## config.mk

```make
export PLATFORM = sky130hd
export DESIGN_NAME = lfill_line_ctrl
export DESIGN_NICKNAME = d
export VERILOG_FILES = /design/src/rtl/lfill_pkg.sv /design/src/rtl/lfill_scan.sv /design/src/rtl/lfill_bits.sv /design/src/rtl/lfill_ctrl.sv /design/src/rtl/lfill_line_ctrl.sv
export SDC_FILE = /design/constraint.sdc
export NUM_CORES = 1
export LEC_CHECK = 0
export ABC_AREA = 1
export BUFFER_PORTS_ARGS = -buffer_cell sky130_fd_sc_hd__buf_2
export CORE_UTILIZATION = 38
export DETAILED_ROUTE_END_ITERATION = 10
export PLACE_DENSITY = 0.66
export SYNTH_ARGS = -nofsm -noshare
export SYNTH_HDL_FRONTEND = slang
export SYNTH_SLANG_ARGS = --single-unit
```

## constraint.sdc

```tcl
create_clock -name clk -period 24.6 [get_ports clk]
set_input_delay 3.69 -clock clk [delete_from_list [all_inputs] [get_ports clk]]
set_output_delay 3.69 -clock clk [all_outputs]
set_load 0.01 [all_outputs]
```

## src/rtl/lfill_pkg.sv

```systemverilog
package lfill_pkg;
  typedef enum logic [1:0] {
    FS_IDLE,
    FS_PLAN,
    FS_REQ,
    FS_DATA
  } fill_st_e;
endpackage

```

## src/rtl/lfill_scan.sv

```systemverilog
// Finds the next absent fetch set at or above a cursor and the length of
// the burst that may start there: limited by the region code, the end of
// the line and the first set that is already present.
module lfill_scan #(
  parameter int N_SETS = 16,
  parameter int BCW    = 2,
  localparam int IW    = $clog2(N_SETS)
) (
  input  logic [N_SETS-1:0] valid_i,
  input  logic [IW:0]       from_i,
  input  logic [BCW-1:0]    code_i,
  output logic              found_o,
  output logic [IW-1:0]     first_o,
  output logic [IW:0]       beats_o
);
  int  cap;
  logic run;

  always_comb begin
    found_o = 1'b0;
    first_o = '0;
    for (int i = N_SETS - 1; i >= 0; i--) begin
      if (i >= int'(from_i) && !valid_i[i]) begin
        found_o = 1'b1;
        first_o = IW'(i);
      end
    end
  end

  always_comb begin
    cap     = 1 << code_i;
    run     = 1'b1;
    beats_o = '0;
    for (int i = 0; i < N_SETS; i++) begin
      if (i >= int'(first_o) && i < int'(first_o) + cap) begin
        if (run && !valid_i[i]) beats_o = beats_o + (IW+1)'(1);
        else                    run = 1'b0;
      end
    end
  end
endmodule

```

## src/rtl/lfill_bits.sv

```systemverilog
// Per-fetch-set valid and dirty flags.
module lfill_bits #(
  parameter int N_SETS = 16,
  localparam int IW    = $clog2(N_SETS)
) (
  input  logic              clk,
  input  logic              rst_n,
  input  logic              clr_i,
  input  logic              fill_we_i,
  input  logic [IW-1:0]     fill_idx_i,
  input  logic              wr_i,
  input  logic [IW-1:0]     wr_idx_i,
  output logic [N_SETS-1:0] valid_o,
  output logic [N_SETS-1:0] dirty_o
);
  for (genvar g = 0; g < N_SETS; g++) begin : g_set
    logic v_q, d_q;
    always_ff @(posedge clk or negedge rst_n) begin
      if (!rst_n) begin
        v_q <= 1'b0;
        d_q <= 1'b0;
      end else if (clr_i) begin
        v_q <= 1'b0;
        d_q <= 1'b0;
      end else if (fill_we_i && fill_idx_i == IW'(g)) begin
        v_q <= 1'b1;
        d_q <= 1'b0;
      end else if (wr_i && wr_idx_i == IW'(g) && v_q) begin
        d_q <= 1'b1;
      end
    end
    assign valid_o[g] = v_q;
    assign dirty_o[g] = d_q;
  end
endmodule

```

## src/rtl/lfill_ctrl.sv

```systemverilog
// Sequencer: critical burst, optional prefetch bursts, boundary preemption.
module lfill_ctrl
  import lfill_pkg::*;
#(
  parameter int N_SETS    = 16,
  parameter int N_REGIONS = 4,
  parameter int BCW       = 2,
  localparam int IW       = $clog2(N_SETS),
  localparam int RW       = $clog2(N_REGIONS),
  localparam int LENW     = (1 << BCW) - 1
) (
  input  logic                   clk,
  input  logic                   rst_n,
  input  logic                   miss_valid_i,
  output logic                   miss_ready_o,
  input  logic [IW-1:0]          miss_set_i,
  input  logic [RW-1:0]          miss_region_i,
  input  logic                   miss_pf_i,
  output logic                   miss_done_o,
  input  logic [N_REGIONS*BCW-1:0] cfg_burst_i,
  input  logic [N_SETS-1:0]      valid_i,
  output logic [IW:0]            scan_from_o,
  output logic [BCW-1:0]         scan_code_o,
  input  logic                   scan_found_i,
  input  logic [IW-1:0]          scan_first_i,
  input  logic [IW:0]            scan_beats_i,
  output logic                   rq_valid_o,
  input  logic                   rq_ready_i,
  output logic [IW-1:0]          rq_set_o,
  output logic [LENW-1:0]        rq_len_o,
  input  logic                   rs_valid_i,
  output logic                   rs_ready_o,
  output logic                   fill_we_o,
  output logic [IW-1:0]          fill_idx_o,
  output logic                   busy_o
);
  fill_st_e       st_q;
  logic [IW:0]    cur_q;
  logic           crit_q, pf_q, done_q;
  logic [RW-1:0]  rg_q;
  logic [IW-1:0]  start_q;
  logic [IW:0]    beats_q, cnt_q, len_m1;
  logic           last_beat, miss_acc;

  assign scan_from_o = cur_q;
  assign scan_code_o = cfg_burst_i[rg_q*BCW +: BCW];

  assign len_m1      = beats_q - (IW+1)'(1);
  assign rq_valid_o  = (st_q == FS_REQ);
  assign rq_set_o    = start_q;
  assign rq_len_o    = len_m1[LENW-1:0];
  assign rs_ready_o  = (st_q == FS_DATA);
  assign fill_we_o   = rs_ready_o && rs_valid_i;
  assign fill_idx_o  = start_q + cnt_q[IW-1:0];
  assign last_beat   = fill_we_o && (cnt_q == len_m1);
  assign miss_ready_o = (st_q == FS_IDLE) || last_beat;
  assign miss_acc    = miss_valid_i && miss_ready_o;
  assign miss_done_o = done_q;
  assign busy_o      = (st_q != FS_IDLE);

  always_ff @(posedge clk or negedge rst_n) begin
    if (!rst_n) begin
      st_q    <= FS_IDLE;
      cur_q   <= '0;
      crit_q  <= 1'b0;
      pf_q    <= 1'b0;
      done_q  <= 1'b0;
      rg_q    <= '0;
      start_q <= '0;
      beats_q <= '0;
      cnt_q   <= '0;
    end else begin
      done_q <= 1'b0;
      unique case (st_q)
        FS_IDLE: begin
          if (miss_acc) begin
            cur_q  <= {1'b0, miss_set_i};
            crit_q <= 1'b1;
            pf_q   <= miss_pf_i;
            rg_q   <= miss_region_i;
            st_q   <= FS_PLAN;
          end
        end
        FS_PLAN: begin
          if (crit_q) begin
            if (valid_i[cur_q[IW-1:0]]) begin
              done_q <= 1'b1;
              crit_q <= 1'b0;
              cur_q  <= cur_q + (IW+1)'(1);
              st_q   <= pf_q ? FS_PLAN : FS_IDLE;
            end else begin
              start_q <= scan_first_i;
              beats_q <= scan_beats_i;
              st_q    <= FS_REQ;
            end
          end else if (pf_q && scan_found_i) begin
            start_q <= scan_first_i;
            beats_q <= scan_beats_i;
            st_q    <= FS_REQ;
          end else begin
            st_q <= FS_IDLE;
          end
        end
        FS_REQ: begin
          if (rq_ready_i) begin
            cnt_q <= '0;
            st_q  <= FS_DATA;
          end
        end
        FS_DATA: begin
          if (fill_we_o) begin
            cnt_q <= cnt_q + (IW+1)'(1);
            if (crit_q && fill_idx_o == cur_q[IW-1:0]) begin
              done_q <= 1'b1;
              crit_q <= 1'b0;
            end
            if (last_beat) begin
              cur_q <= {1'b0, start_q} + beats_q;
              st_q  <= FS_PLAN;
              if (miss_acc) begin
                cur_q  <= {1'b0, miss_set_i};
                crit_q <= 1'b1;
                pf_q   <= miss_pf_i;
                rg_q   <= miss_region_i;
              end
            end
          end
        end
        default: st_q <= FS_IDLE;
      endcase
    end
  end
endmodule

```

## src/rtl/lfill_line_ctrl.sv

```systemverilog
module lfill_line_ctrl #(
  parameter int N_SETS    = 16,
  parameter int SET_BYTES = 16,
  parameter int N_REGIONS = 4,
  parameter int BCW       = 2,
  localparam int IW       = $clog2(N_SETS),
  localparam int RW       = $clog2(N_REGIONS),
  localparam int LENW     = (1 << BCW) - 1,
  localparam int DW       = SET_BYTES * 8
) (
  input  logic                     clk,
  input  logic                     rst_n,
  input  logic                     miss_valid_i,
  output logic                     miss_ready_o,
  input  logic [IW-1:0]            miss_set_i,
  input  logic [RW-1:0]            miss_region_i,
  input  logic                     miss_pf_i,
  output logic                     miss_done_o,
  input  logic [N_REGIONS*BCW-1:0] cfg_burst_i,
  output logic                     rq_valid_o,
  input  logic                     rq_ready_i,
  output logic [IW-1:0]            rq_set_o,
  output logic [LENW-1:0]          rq_len_o,
  input  logic                     rs_valid_i,
  output logic                     rs_ready_o,
  input  logic [DW-1:0]            rs_data_i,
  output logic                     fill_wr_o,
  output logic [IW-1:0]            fill_set_o,
  output logic [DW-1:0]            fill_data_o,
  input  logic                     wr_hit_i,
  input  logic [IW-1:0]            wr_set_i,
  input  logic                     line_clr_i,
  output logic [N_SETS-1:0]        valid_o,
  output logic [N_SETS-1:0]        dirty_o,
  output logic                     busy_o
);
  logic [IW:0]     scan_from, scan_beats;
  logic [BCW-1:0]  scan_code;
  logic            scan_found;
  logic [IW-1:0]   scan_first;

  assign fill_data_o = rs_data_i;

  lfill_scan #(.N_SETS(N_SETS), .BCW(BCW)) scan_i (
    .valid_i (valid_o),
    .from_i  (scan_from),
    .code_i  (scan_code),
    .found_o (scan_found),
    .first_o (scan_first),
    .beats_o (scan_beats)
  );

  lfill_bits #(.N_SETS(N_SETS)) bits_i (
    .clk        (clk),
    .rst_n      (rst_n),
    .clr_i      (line_clr_i && !busy_o),
    .fill_we_i  (fill_wr_o),
    .fill_idx_i (fill_set_o),
    .wr_i       (wr_hit_i),
    .wr_idx_i   (wr_set_i),
    .valid_o    (valid_o),
    .dirty_o    (dirty_o)
  );

  lfill_ctrl #(.N_SETS(N_SETS), .N_REGIONS(N_REGIONS), .BCW(BCW)) ctrl_i (
    .clk           (clk),
    .rst_n         (rst_n),
    .miss_valid_i  (miss_valid_i),
    .miss_ready_o  (miss_ready_o),
    .miss_set_i    (miss_set_i),
    .miss_region_i (miss_region_i),
    .miss_pf_i     (miss_pf_i),
    .miss_done_o   (miss_done_o),
    .cfg_burst_i   (cfg_burst_i),
    .valid_i       (valid_o),
    .scan_from_o   (scan_from),
    .scan_code_o   (scan_code),
    .scan_found_i  (scan_found),
    .scan_first_i  (scan_first),
    .scan_beats_i  (scan_beats),
    .rq_valid_o    (rq_valid_o),
    .rq_ready_i    (rq_ready_i),
    .rq_set_o      (rq_set_o),
    .rq_len_o      (rq_len_o),
    .rs_valid_i    (rs_valid_i),
    .rs_ready_o    (rs_ready_o),
    .fill_we_o     (fill_wr_o),
    .fill_idx_o    (fill_set_o),
    .busy_o        (busy_o)
  );
endmodule

```

After elaboration in Yosys (flattened, before gate mapping). Cells that the tools add are included.

Register bits after elaboration: 58. Input port bits: 154. Output and inout port bits: 177. Word-level logic and storage cells: 540.

Add/subtract/negate cells: 21. Magnitude comparators: 48. Equal/unequal tests: 42. Shifts and indexed selects: 2. Muxes and demuxes: 222. Reductions and logical operators: 164.

Operators by type and width (count): $lt A5 B32 Y1 const A (8); $mux W5 (42); $mux W1 (143); $lt A4 B32 Y1 const A (4); $logic_and A1 B1 Y1 (100); $add A5 B1 Y5 const B (17); $mux W4 (19); $eq A4 B4 Y1 const B (16); $lt A3 B32 Y1 const A (2); $reduce_bool A3 Y1 (17); $ge A4 B5 Y1 const A (8); $reduce_bool A2 Y1 (20); $add A5 B32 Y32 (1); $eq A4 B3 Y1 const B (8); $lt A1 B32 Y1 const A (1); $lt A2 B32 Y1 const A (1); $shl A1 B2 Y32 const A (1); $ge A4 B4 Y1 const A (7); $ge A3 B5 Y1 const A (4); $mux W2 (10); $logic_not A1 Y1 (17); $eq A4 B2 Y1 const B (4); $ge A3 B4 Y1 const A (4); $pmux W5 S3 (1); 28 further kinds (44).

Longest topological paths before layout. Gate-level depths: netlist of the first run.

Word-level depth: 69. Gate-level depth with buffers: 93. Depth with buffers taken out: 92.

By module. Synthesis of the first run repeated with hierarchy kept, for this count alone.

Cell total of the unflattened synthesis: 1416. Area total of the unflattened synthesis: 8754.6 um^2.

Modules (own cells, without submodules): lfill_scan (instances 1, cells each 689, area an instance 3588.4 um^2, sequential area each 0.0 um^2); lfill_ctrl (instances 1, cells each 336, area an instance 2342.2 um^2, sequential area each 650.6 um^2); lfill_bits (instances 1, cells each 261, area an instance 1853.0 um^2, sequential area each 800.8 um^2); lfill_line_ctrl (instances 1, cells each 130, area an instance 970.9 um^2, sequential area each 0.0 um^2).

Worst setup path before layout of the first run. OpenSTA, ideal clock, no wires.

Kind: input to register. Start: input cfg_burst_i[7]. End: register ctrl_i.beats_q[4]. Setup time: 117 ps. Data arrival time: 13174 ps. Data required time: 24483 ps. Setup slack: 11309 ps. Stages on the path: 74. Buffers on the path: 0. Cell sequence: a21oi_1 a32oi_1 inv_1 nand2_1 inv_1 ha_1 inv_1 fa_1 o21ai_0 a21oi_1 inv_1 nor2_1 inv_1 nor2_1 a21oi_1 nand4_2 nand2_1 inv_1 [... 38 more ...] nand2_1 ha_1 or2_2 nand2_1 inv_1 ha_1 nand2_1 o21ai_1 ha_1 o21ai_0 inv_1 ha_1 nand2_1 nor2_1 nand3_1 nand3_1 nand3_1 nand2_1.

Longest elaborated chain between the ends: 53. Elaborated cells between the ends (all ways): 127. Classes of those cells: add/sub: 16; order compare: 16; shift: 2; mux: 63; reduce/logical: 30.

RTL lines: start, declared (RTL line lfill_line_ctrl.sv:19) `input logic [N_REGIONS*BCW-1:0] cfg_burst_i,`; $shiftx A8 B4 Y2 * (RTL line lfill_ctrl.sv:46) `assign scan_code_o = cfg_burst_i[rg_q*BCW +: BCW];`; $shl A1 B2 Y32 * (RTL line lfill_scan.sv:31) `cap = 1 << code_i;`; $add A5 B32 Y32 * (RTL line lfill_scan.sv:35) `if (i >= int'(first_o) && i < int'(first_o) + cap) begin`; $lt A1 B32 Y1 (RTL line lfill_scan.sv:35); $logic_and A1 B1 Y1 (RTL line lfill_scan.sv:35); $mux W5 or $mux W1 (tied branches) (RTL line lfill_scan.sv:35); $add A5 B1 Y5 or $logic_and A1 B1 Y1 (tied branches) (RTL line lfill_scan.sv:36) `if (run && !valid_i[i]) beats_o = beats_o + (IW+1)'(1);`; $mux W5 or $mux W1 (tied branches) (RTL line lfill_scan.sv:36); [... 37 more ...]; $add A5 B1 Y5 or $logic_and A1 B1 Y1 (tied branches) (RTL line lfill_scan.sv:36); $mux W5 or $mux W1 (tied branches) (RTL line lfill_scan.sv:36); $mux W5 or $mux W1 (tied branches) (RTL line lfill_scan.sv:35); $add A5 B1 Y5 or $logic_and A1 B1 Y1 (tied branches) (RTL line lfill_scan.sv:36); $mux W5 (RTL line lfill_scan.sv:36); $mux W5 * (RTL line lfill_scan.sv:35); $mux W5, on equally long branches (RTL line lfill_ctrl.sv:96, lfill_ctrl.sv:86); $mux W5 * (RTL line lfill_ctrl.sv:85) `if (crit_q) begin`; end signal, assigned (RTL line lfill_ctrl.sv:93) `beats_q <= scan_beats_i;`; end signal, assigned (RTL line lfill_ctrl.sv:98) `beats_q <= scan_beats_i;`; end, declared (RTL line lfill_ctrl.sv:42) `logic [IW:0] beats_q, cnt_q, len_m1;`.

Every way passes the cells marked *; elsewhere a longest branch is shown, timed or not. The select of a mux whose other input is x is not followed. A chain may end at the register's enable or synchronous reset.

Worst setup path after layout of the first run. Same ends and word-level chain as after synthesis.

==> results of run 1 <==
metrics by stage:
stage	hold slack [ns]	area (um2)	worst slack, ns	std cells	util [%]
detailed placement	0.509	7120	10.23	1356	36.3
floorplan	0.486	7650	11.31	1183	-
finish	0.519	7390	10.51	1371	37.7
global placement	0.507	7120	10.62	1356	36.3
CTS	0.524	7390	10.54	1371	37.7
global route	0.543	7390	9.45	1371	37.7
state kept, by name, summed over array words and instances (netlist names), 2 cells and up:
signal,cells
bits_i.g_set.d_q,16
bits_i.g_set.v_q,16
ctrl_i.beats_q,5
ctrl_i.cnt_q,5
ctrl_i.rg_q,2
ctrl_i.rq_set_o,4
ctrl_i.scan_from_o,5
ctrl_i.st_q,2
cell type report:
| cell class | instances | share of cell area [%] |
|---|---|---|
| timing repair buffer | 75 | 5.12 |
| inverter | 223 | 11.4 |
| clock buffer | 12 | 3.47 |
| sequential | 58 | 19.6 |
| tap | 265 | 4.49 |
| clock inverter | 3 | 0.203 |
| multi-input combinational | 735 | 55.6 |
final timing paths:
path,slack (ns),start,endpoint
max,10.51,cfg_burst_i[7],ctrl_i.beats_q[4]
min,0.52,bits_i.g_set[13].d_q,bits_i.g_set[13].d_q
max reg2reg,12.14,ctrl_i.scan_from_o[0],ctrl_i.beats_q[4]
min reg2reg,0.52,bits_i.g_set[13].d_q,bits_i.g_set[13].d_q
max in group asynchronous,20.58,rst_n,bits_i.g_set[0].v_q
min in group asynchronous,3.50,rst_n,ctrl_i.scan_from_o[0]
layout by cell type (no fill, tap or decap), types with 3 or more instances in the layout:
| cell type | instances |
|---|---|
| nand2_1 | 232 |
| inv_1 | 200 |
| nor2_1 | 104 |
| nand3_1 | 74 |
| buf_2 | 74 |
| dfrtp_1 | 58 |
| a21oi_1 | 51 |
| o21ai_0 | 38 |
| ha_1 | 36 |
| nand2_2 | 35 |
| inv_2 | 18 |
| nor3_1 | 16 |
| o211ai_1 | 15 |
| nand3_2 | 14 |
| nor2_2 | 13 |
| o21ai_1 | 12 |
| xnor2_1 | 9 |
| clkbuf_16 | 9 |
| nand2_4 | 8 |
| xor2_1 | 7 |
| a31o_2 | 7 |
| nand4_1 | 5 |
| and3_1 | 4 |
| or2_2 | 4 |
| clkinv_2 | 4 |
| a32oi_1 | 4 |
| nand3b_1 | 4 |
| a31oi_1 | 3 |
| o31ai_1 | 3 |
| fa_1 | 3 |
logic make-up (layout without fill, tap and decap cells):
logic type               count (synthesis)  after routing  synth area share, %
adder cells (fa/ha/maj)                 39             39                 6.67
AO/OA/AOI/OAI                          150            150                 11.9
XOR/XNOR                                16             16                 1.83
buffers and inverters                  390            313                 27.3
flip-flops                              58             58                 19.0
AND/OR/NAND/NOR                        529            529                 33.2
multiplexers                             1              1                0.147
worst reg2reg max path: cells and delay by family (launching register included):
family | cells | cell delay [ns]
AOI/OAI and AO/OA | 7 | 1.02
adders and majority gates | 18 | 4.84
buffers and inverters | 17 | 1.36
DFF | 1 | 0.63
and+or+nand+nor | 49 | 4.51
routing by layer:
layer / global-route usage [%] / share of wire, % / vias up
met5: 0 / 0 / -
met4: 5.10 / 1.8 / 0
met3: 3.80 / 5.7 / 41
met2: 28.8 / 46 / 221
met1: 23.6 / 47 / 3010
li1: - / - / 3416
==> results.yml, run 1 <==
cells_and_area:
  n_fill_cell: 2106
  fin_nets: 1295
  ff_latch_area_um2: 1450
  insertedDiodeCount: 0
  layout-drive-gt1-share_pct: 18.7
  areaGrowthSynthToFinish_pct: -3.43
  multiInputGateArea_um2: 4110
clock_tree:
  cts_root_buf: "clkbuf_16"
  cts_setup_buffers: 0
  clockBufferDepth: 2
  cts.clk_slew.worst_paths_ns: 0.05
  numCtsBuffers: 9
  clk_latency_ns: 0.33
  h-tree-depth: 3
  cts_tree: "built"
  clock_sinks: 58
  cts_resized: 0
  holdBufCountCts: 0
yosys:
  synth_top_area_share_pct: 19.0
  syn-cell-area_um2: 7650
  synth_warnings: 0
  yosys.area.top_type: "dfrtp_1"
  synth_edf_count: 0
  synth.most_common_cell: "nand2_1"
  syn_area_per_cell_um2: 6.47
  synth_fp_nets: 1376
  ys_async_sr_fraction_pct: 100
  synth_commonest_cells: "nand2_1, inv_1, buf_4, nor2_1, nand3_1"
  synth-seq-cells: 58
  synth_area_leaders: "dfrtp_1, buf_4, nand2_1"
  ys_types: 59
  synth-seq-area-share_pct: 19.0
  synthFlopType: "dfrtp_1"
  syn_inst: 1183
global_route:
  grt_pass1_vias: 6118
  grt_start_max_net_pins: 59
  antenna_found_initial: 0
  grt_overflow_total: 0
  grt_use_total_pct: 17.8
  grt_first_pass_wirelength_um: 29400
place:
  gp_congestion: 0.930
  placement.io_buffers: 74
  dp_hpwl_um: 14700
timing:
  finalCriticalPeriod_ns: 14.09
  worstMarginPinSlew_ns: 0.763
  slew_headroom_pct: 49.1
  fin_skew_ns: 0.00721
  setup_violations: 0
  max_freq_mhz: 71.0
  fin_crit_sh_pct: 57.3
  final_hold_viol_count: 0
  totalNegativeSetupSlack_ns: 0
  slew_violations: 0
  grt_setup_unrepaired: "false"
detailed_routing:
  antenna_left: 0
  vias: 6688
  routed_wl_um: 18000
  post_drt_via_cell_ratio: 4.88
  drtIter0Drc: 388
  wl_per_cell_um: 13.1
  drcViolationCount: 0
  dr.pass1.iters: 8
worst_setup_path:
  critPathBufInv: 17
  worstPathRequired_ns: 24.82
  cp.arrival_ns: 14.31
  slowest_delay_ns: 0.39
  critical_path.startpoint_type: "input pin"
  cp_slowest_cell: "fa_1"
  crit_type: "in -> reg"
  r2r_cells: 91
  path_max_fanout: 6
  crit_family: "adder cells"
  cp_num_cells: 76
  cp-end-kind: "flop"
  crit_top_cell: "nand2_1"
floorplanning:
  io_pins: 331
  core-area_um2: 19600
  initial_core_util_pct: 39.0
  placementRows: 51
  die-area_um2: 20700
  fp.dieH_um: 144
  die_x_um: 144
run_status:
  outcome: "completed"
worst_hold_path:
  hp-class: "reg -> reg"
  min_path_cells: 2
flow_run:
  max-cap-violations: 0
Power of run 1 is not shown: default switching activity piles up to over one toggle a cycle in this logic, so the estimate is an artifact.
==> run 2, diff against run 1 <==
Clock period 24.6 ns to 13.8 ns, I/O delays scaled along.
==> run 2 against run 1 <==
Compared with the run above:
- sequential share of layout area shrank 0.21 points
- sequential cell count unchanged
- first-iteration DRC count fell by 3.6%
- non-clock buffer count unchanged
- routed wire length up 0.33%
- core utilization increased by 0.42 points
- largest cell class unchanged
==> results.yml, run 2 (synthesis results as in run 1) <==
timing:
  totalNegativeSetupSlack_ns: 0
  grt_setup_unrepaired: "false"
  finalCriticalPeriod_ns: 12.48
  final_hold_viol_count: 0
  fin_crit_sh_pct: 90.5
  fin_skew_ns: 0.00774
  slew_violations: 0
  setup_ws_ns: 1.32
  holdWs_ns: 0.513
  worstMarginPinSlew_ns: 0.762
  setup_violations: 0
  max_freq_mhz: 80.1
  slew_headroom_pct: 49.2
detailed_routing:
  drtIter0Drc: 374
  post_drt_via_cell_ratio: 4.85
  routed_wl_um: 18100
  drcViolationCount: 0
  wl_per_cell_um: 13.2
  dr.pass1.iters: 5
  vias: 6656
  antenna_left: 0
worst_setup_path:
  crit_family: "adder cells"
  slowest_delay_ns: 0.42
  cp.arrival_ns: 12.71
  cp-end-kind: "flop"
  worstPathRequired_ns: 14.03
  crit_top_cell: "nand2_1"
  cp_num_cells: 73
  cp_slowest_cell: "fa_1"
  critPathBufInv: 15
  r2r_cells: 90
  path_max_fanout: 6
  crit_type: "in -> reg"
  critical_path.startpoint_type: "input pin"
cells_and_area:
  final_cell_mix: "nand2_1, inv_1, nor2_1"
  fin_nets: 1295
  n_fill_cell: 2080
  insertedDiodeCount: 0
  areaGrowthSynthToFinish_pct: -2.37
  top_regs: "bits_i.g_set.d_q: 16 flops, bits_i.g_set.v_q: 16 flops"
  final_cells: 1372
  layout-drive-gt1-share_pct: 18.9
  final_common_cell: "nand2_1"
run_status:
  outcome: "completed"
clock_tree:
  clockBufferDepth: 2
  clk_latency_ns: 0.34
  cts_root_buf: "clkbuf_16"
  cts_tree: "built"
  clock_sinks: 58
  h-tree-depth: 3
  cts_setup_buffers: 0
  numCtsBuffers: 9
  holdBufCountCts: 0
  cts.clk_slew.worst_paths_ns: 0.05
  cts_resized: 0
global_route:
  grt_first_pass_wirelength_um: 29800
  grt_use_total_pct: 18.1
  grt_overflow_total: 0
  grt_pass1_vias: 6268
  grt_start_max_net_pins: 59
  antenna_found_initial: 0
place:
  gp_congestion: 0.930
  dp_hpwl_um: 14700
  dp.cells: 1356
  pre_cts_slack_ns: 1.01
  placement.io_buffers: 74
floorplanning:
  io_pins: 331
  core-area_um2: 19600
  die_x_um: 144
  die-area_um2: 20700
  placementRows: 51
  initial_core_util_pct: 39.0
  fp.dieH_um: 144
flow_run:
  max-cap-violations: 0
worst_hold_path:
  hp-class: "reg -> reg"
  min_path_cells: 2
## run 2: final timing paths
check | to | slack (ns) | startpoint
min reg2reg | bits_i.g_set[12].d_q | 0.51 | bits_i.g_set[12].d_q
max reg2reg | ctrl_i.beats_q[4] | 1.36 | ctrl_i.scan_from_o[0]
min | bits_i.g_set[12].d_q | 0.51 | bits_i.g_set[12].d_q
max in group asynchronous | bits_i.g_set[0].v_q | 11.41 | rst_n
max | ctrl_i.beats_q[4] | 1.32 | cfg_burst_i[0]
min in group asynchronous | ctrl_i.crit_q | 1.89 | rst_n
## run 2: area by class of cell
type	instances	area (um2)	area share, %
inverters	223	846	11.3
well taps	265	332	4.44
multi-input cells	735	4110	55.0
clock buffers	11	253	3.38
repair buffers	75	378	5.06
clock inverters	5	100	1.34
flip-flops and latches	58	1450	19.4
## run 2: per-stage QoR
stage	utilization (%)	area, um2
global route	38.1	7470
detailed placement	36.3	7120
floorplan	-	7650
CTS	38.1	7470
finish	38.1	7470
global placement	36.3	7120
## run 2: routing by layer
| metal | part of all wire [%] | GRT usage (%) | vias to the layer above | wire length, um |
|---|---|---|---|---|
| met5 | 0 | 0 | - | 0 |
| met4 | 2.0 | 5.26 | 0 | 363 |
| met3 | 6.2 | 4.60 | 42 | 1120 |
| met2 | 46 | 29.7 | 227 | 8290 |
| met1 | 46 | 23.3 | 2977 | 8310 |
| li1 | - | - | 3410 | - |
## run 2: worst min-delay path: stages (launching register included)
cell      delay, ns
dfrtp_1        0.33
o211ai_1       0.09
inv_1          0.06
Power of run 2 is left out for the same reason.
==> run 3, diff against run 2 <==
Settings changed: CTS_BUF_LIST from default to sky130_fd_sc_hd__clkbuf_8 sky130_fd_sc_hd__clkbuf_16.
Clock period 13.8 ns to 14.1 ns, I/O delays scaled along.
==> run 3 against run 2 <==
Compared with the run above:
- sequential cell count unchanged
- via count increased by 0.15%
- routed wire length shrank 0.65%
- sequential share of layout area increased by 0.21 points
- die area unchanged
- clock-buffer cell count did not move
- first-iteration DRC count rose by 21%
- final cell count about the same
- clock skew rose by 0.00081 ns
- worst setup slack improved by 0.33 ns
- critical path depth increased by 1
- highest routed layer unchanged
==> results.yml, run 3 (synthesis results as in run 1) <==
floorplanning:
  initial_core_util_pct: 39.0
  die-area_um2: 20700
  core-area_um2: 19600
  io_pins: 331
  placementRows: 51
  fp.dieH_um: 144
  die_x_um: 144
flow_run:
  max-cap-violations: 0
timing:
  setup_violations: 0
  finalCriticalPeriod_ns: 12.45
  grt_setup_unrepaired: "false"
  slew_headroom_pct: 50.4
  max_freq_mhz: 80.3
  totalNegativeSetupSlack_ns: 0
  worstMarginPinSlew_ns: 0.744
  setup_ws_ns: 1.65
  fin_crit_sh_pct: 88.3
  slew_violations: 0
  final_hold_viol_count: 0
  fin_skew_ns: 0.00855
clock_tree:
  clk_latency_ns: 0.34
  holdBufCountCts: 0
  cts_root_buf: "clkbuf_16"
  cts_setup_buffers: 0
  clockBufferDepth: 2
  cts_resized: 0
  clock_sinks: 58
  h-tree-depth: 3
  cts.clk_slew.worst_paths_ns: 0.05
  numCtsBuffers: 9
  cts_tree: "built"
cells_and_area:
  insertedDiodeCount: 0
  fin_area_um2: 7390
  fin_nets: 1295
  final_cell_mix: "nand2_1, inv_1, nor2_1"
  top_regs: "bits_i.g_set.d_q: 16 flops, bits_i.g_set.v_q: 16 flops"
  areaGrowthSynthToFinish_pct: -3.43
  layout-drive-gt1-share_pct: 18.7
  final_common_cell: "nand2_1"
  final_core_util_pct: 37.7
worst_setup_path:
  critical_path.startpoint_type: "input pin"
  crit_top_cell: "nand2_1"
  worstPathRequired_ns: 14.33
  path_max_fanout: 6
  r2r_cells: 91
  cp.arrival_ns: 12.68
  cp_slowest_cell: "fa_1"
  crit_type: "in -> reg"
  slowest_delay_ns: 0.42
  cp-end-kind: "flop"
worst_hold_path:
  hp-class: "reg -> reg"
  min_path_cells: 2
place:
  place_area_um2: 7120
  gp_congestion: 0.930
  placement.io_buffers: 74
  pre_cts_slack_ns: 1.32
  dp_hpwl_um: 14700
global_route:
  grt_pass1_vias: 6250
  grt_use_total_pct: 17.9
  grt_overflow_total: 0
  grt_start_max_net_pins: 59
  grt_first_pass_wirelength_um: 29500
  antenna_found_initial: 0
detailed_routing:
  drcViolationCount: 0
  antenna_left: 0
  routed_wl_um: 18000
  vias: 6666
  wl_per_cell_um: 13.1
  post_drt_via_cell_ratio: 4.86
  drtIter0Drc: 451
  dr.pass1.iters: 5
run_status:
  outcome: "completed"
## run 3: worst paths after layout
kind	startpoint	endpoint	slack (ns)
setup / recovery	cfg_burst_i[2]	ctrl_i.beats_q[4]	1.65
hold / removal	bits_i.g_set[12].d_q	bits_i.g_set[12].d_q	0.51
setup reg to reg	ctrl_i.scan_from_o[0]	ctrl_i.beats_q[4]	1.70
hold reg to reg	bits_i.g_set[12].d_q	bits_i.g_set[12].d_q	0.51
max in group asynchronous	rst_n	ctrl_i.rq_set_o[0]	11.68
min in group asynchronous	rst_n	ctrl_i.miss_done_o	1.94
## run 3: area by class of cell
type	instances	area [um2]
Tap cell	265	332
Timing Repair Buffer	75	378
Multi-Input combinational cell	735	4110
Inverter	223	846
Clock buffer	11	253
Sequential cell	58	1450
Fill cell	2111	12200
Clock inverter	4	18.8
## run 3: layer usage
metal,routed length (um),vias to the layer above,track usage (%)
met5,0,-,0
met4,324,0,4.76
met3,1060,41,4.43
met2,8270,213,29.2
met1,8320,2995,23.4
li1,-,3417,-
## run 3: stage by stage
stage	hold slack, ns	std cells
floorplan	0.486	1183
detailed placement	0.506	1356
CTS	0.518	1371
finish	0.512	1371
global placement	0.507	1356
global route	0.537	1371
## run 3: worst max-delay path: cells and delay by family
family | cells | cell delay, ns
AO/OA/AOI/OAI | 8 | 1.29
buffers and inverters | 16 | 1.17
adder cells (fa/ha/maj) | 16 | 4.42
AND/OR/NAND/NOR | 34 | 3.65
Power of run 3 is left out for the same reason.
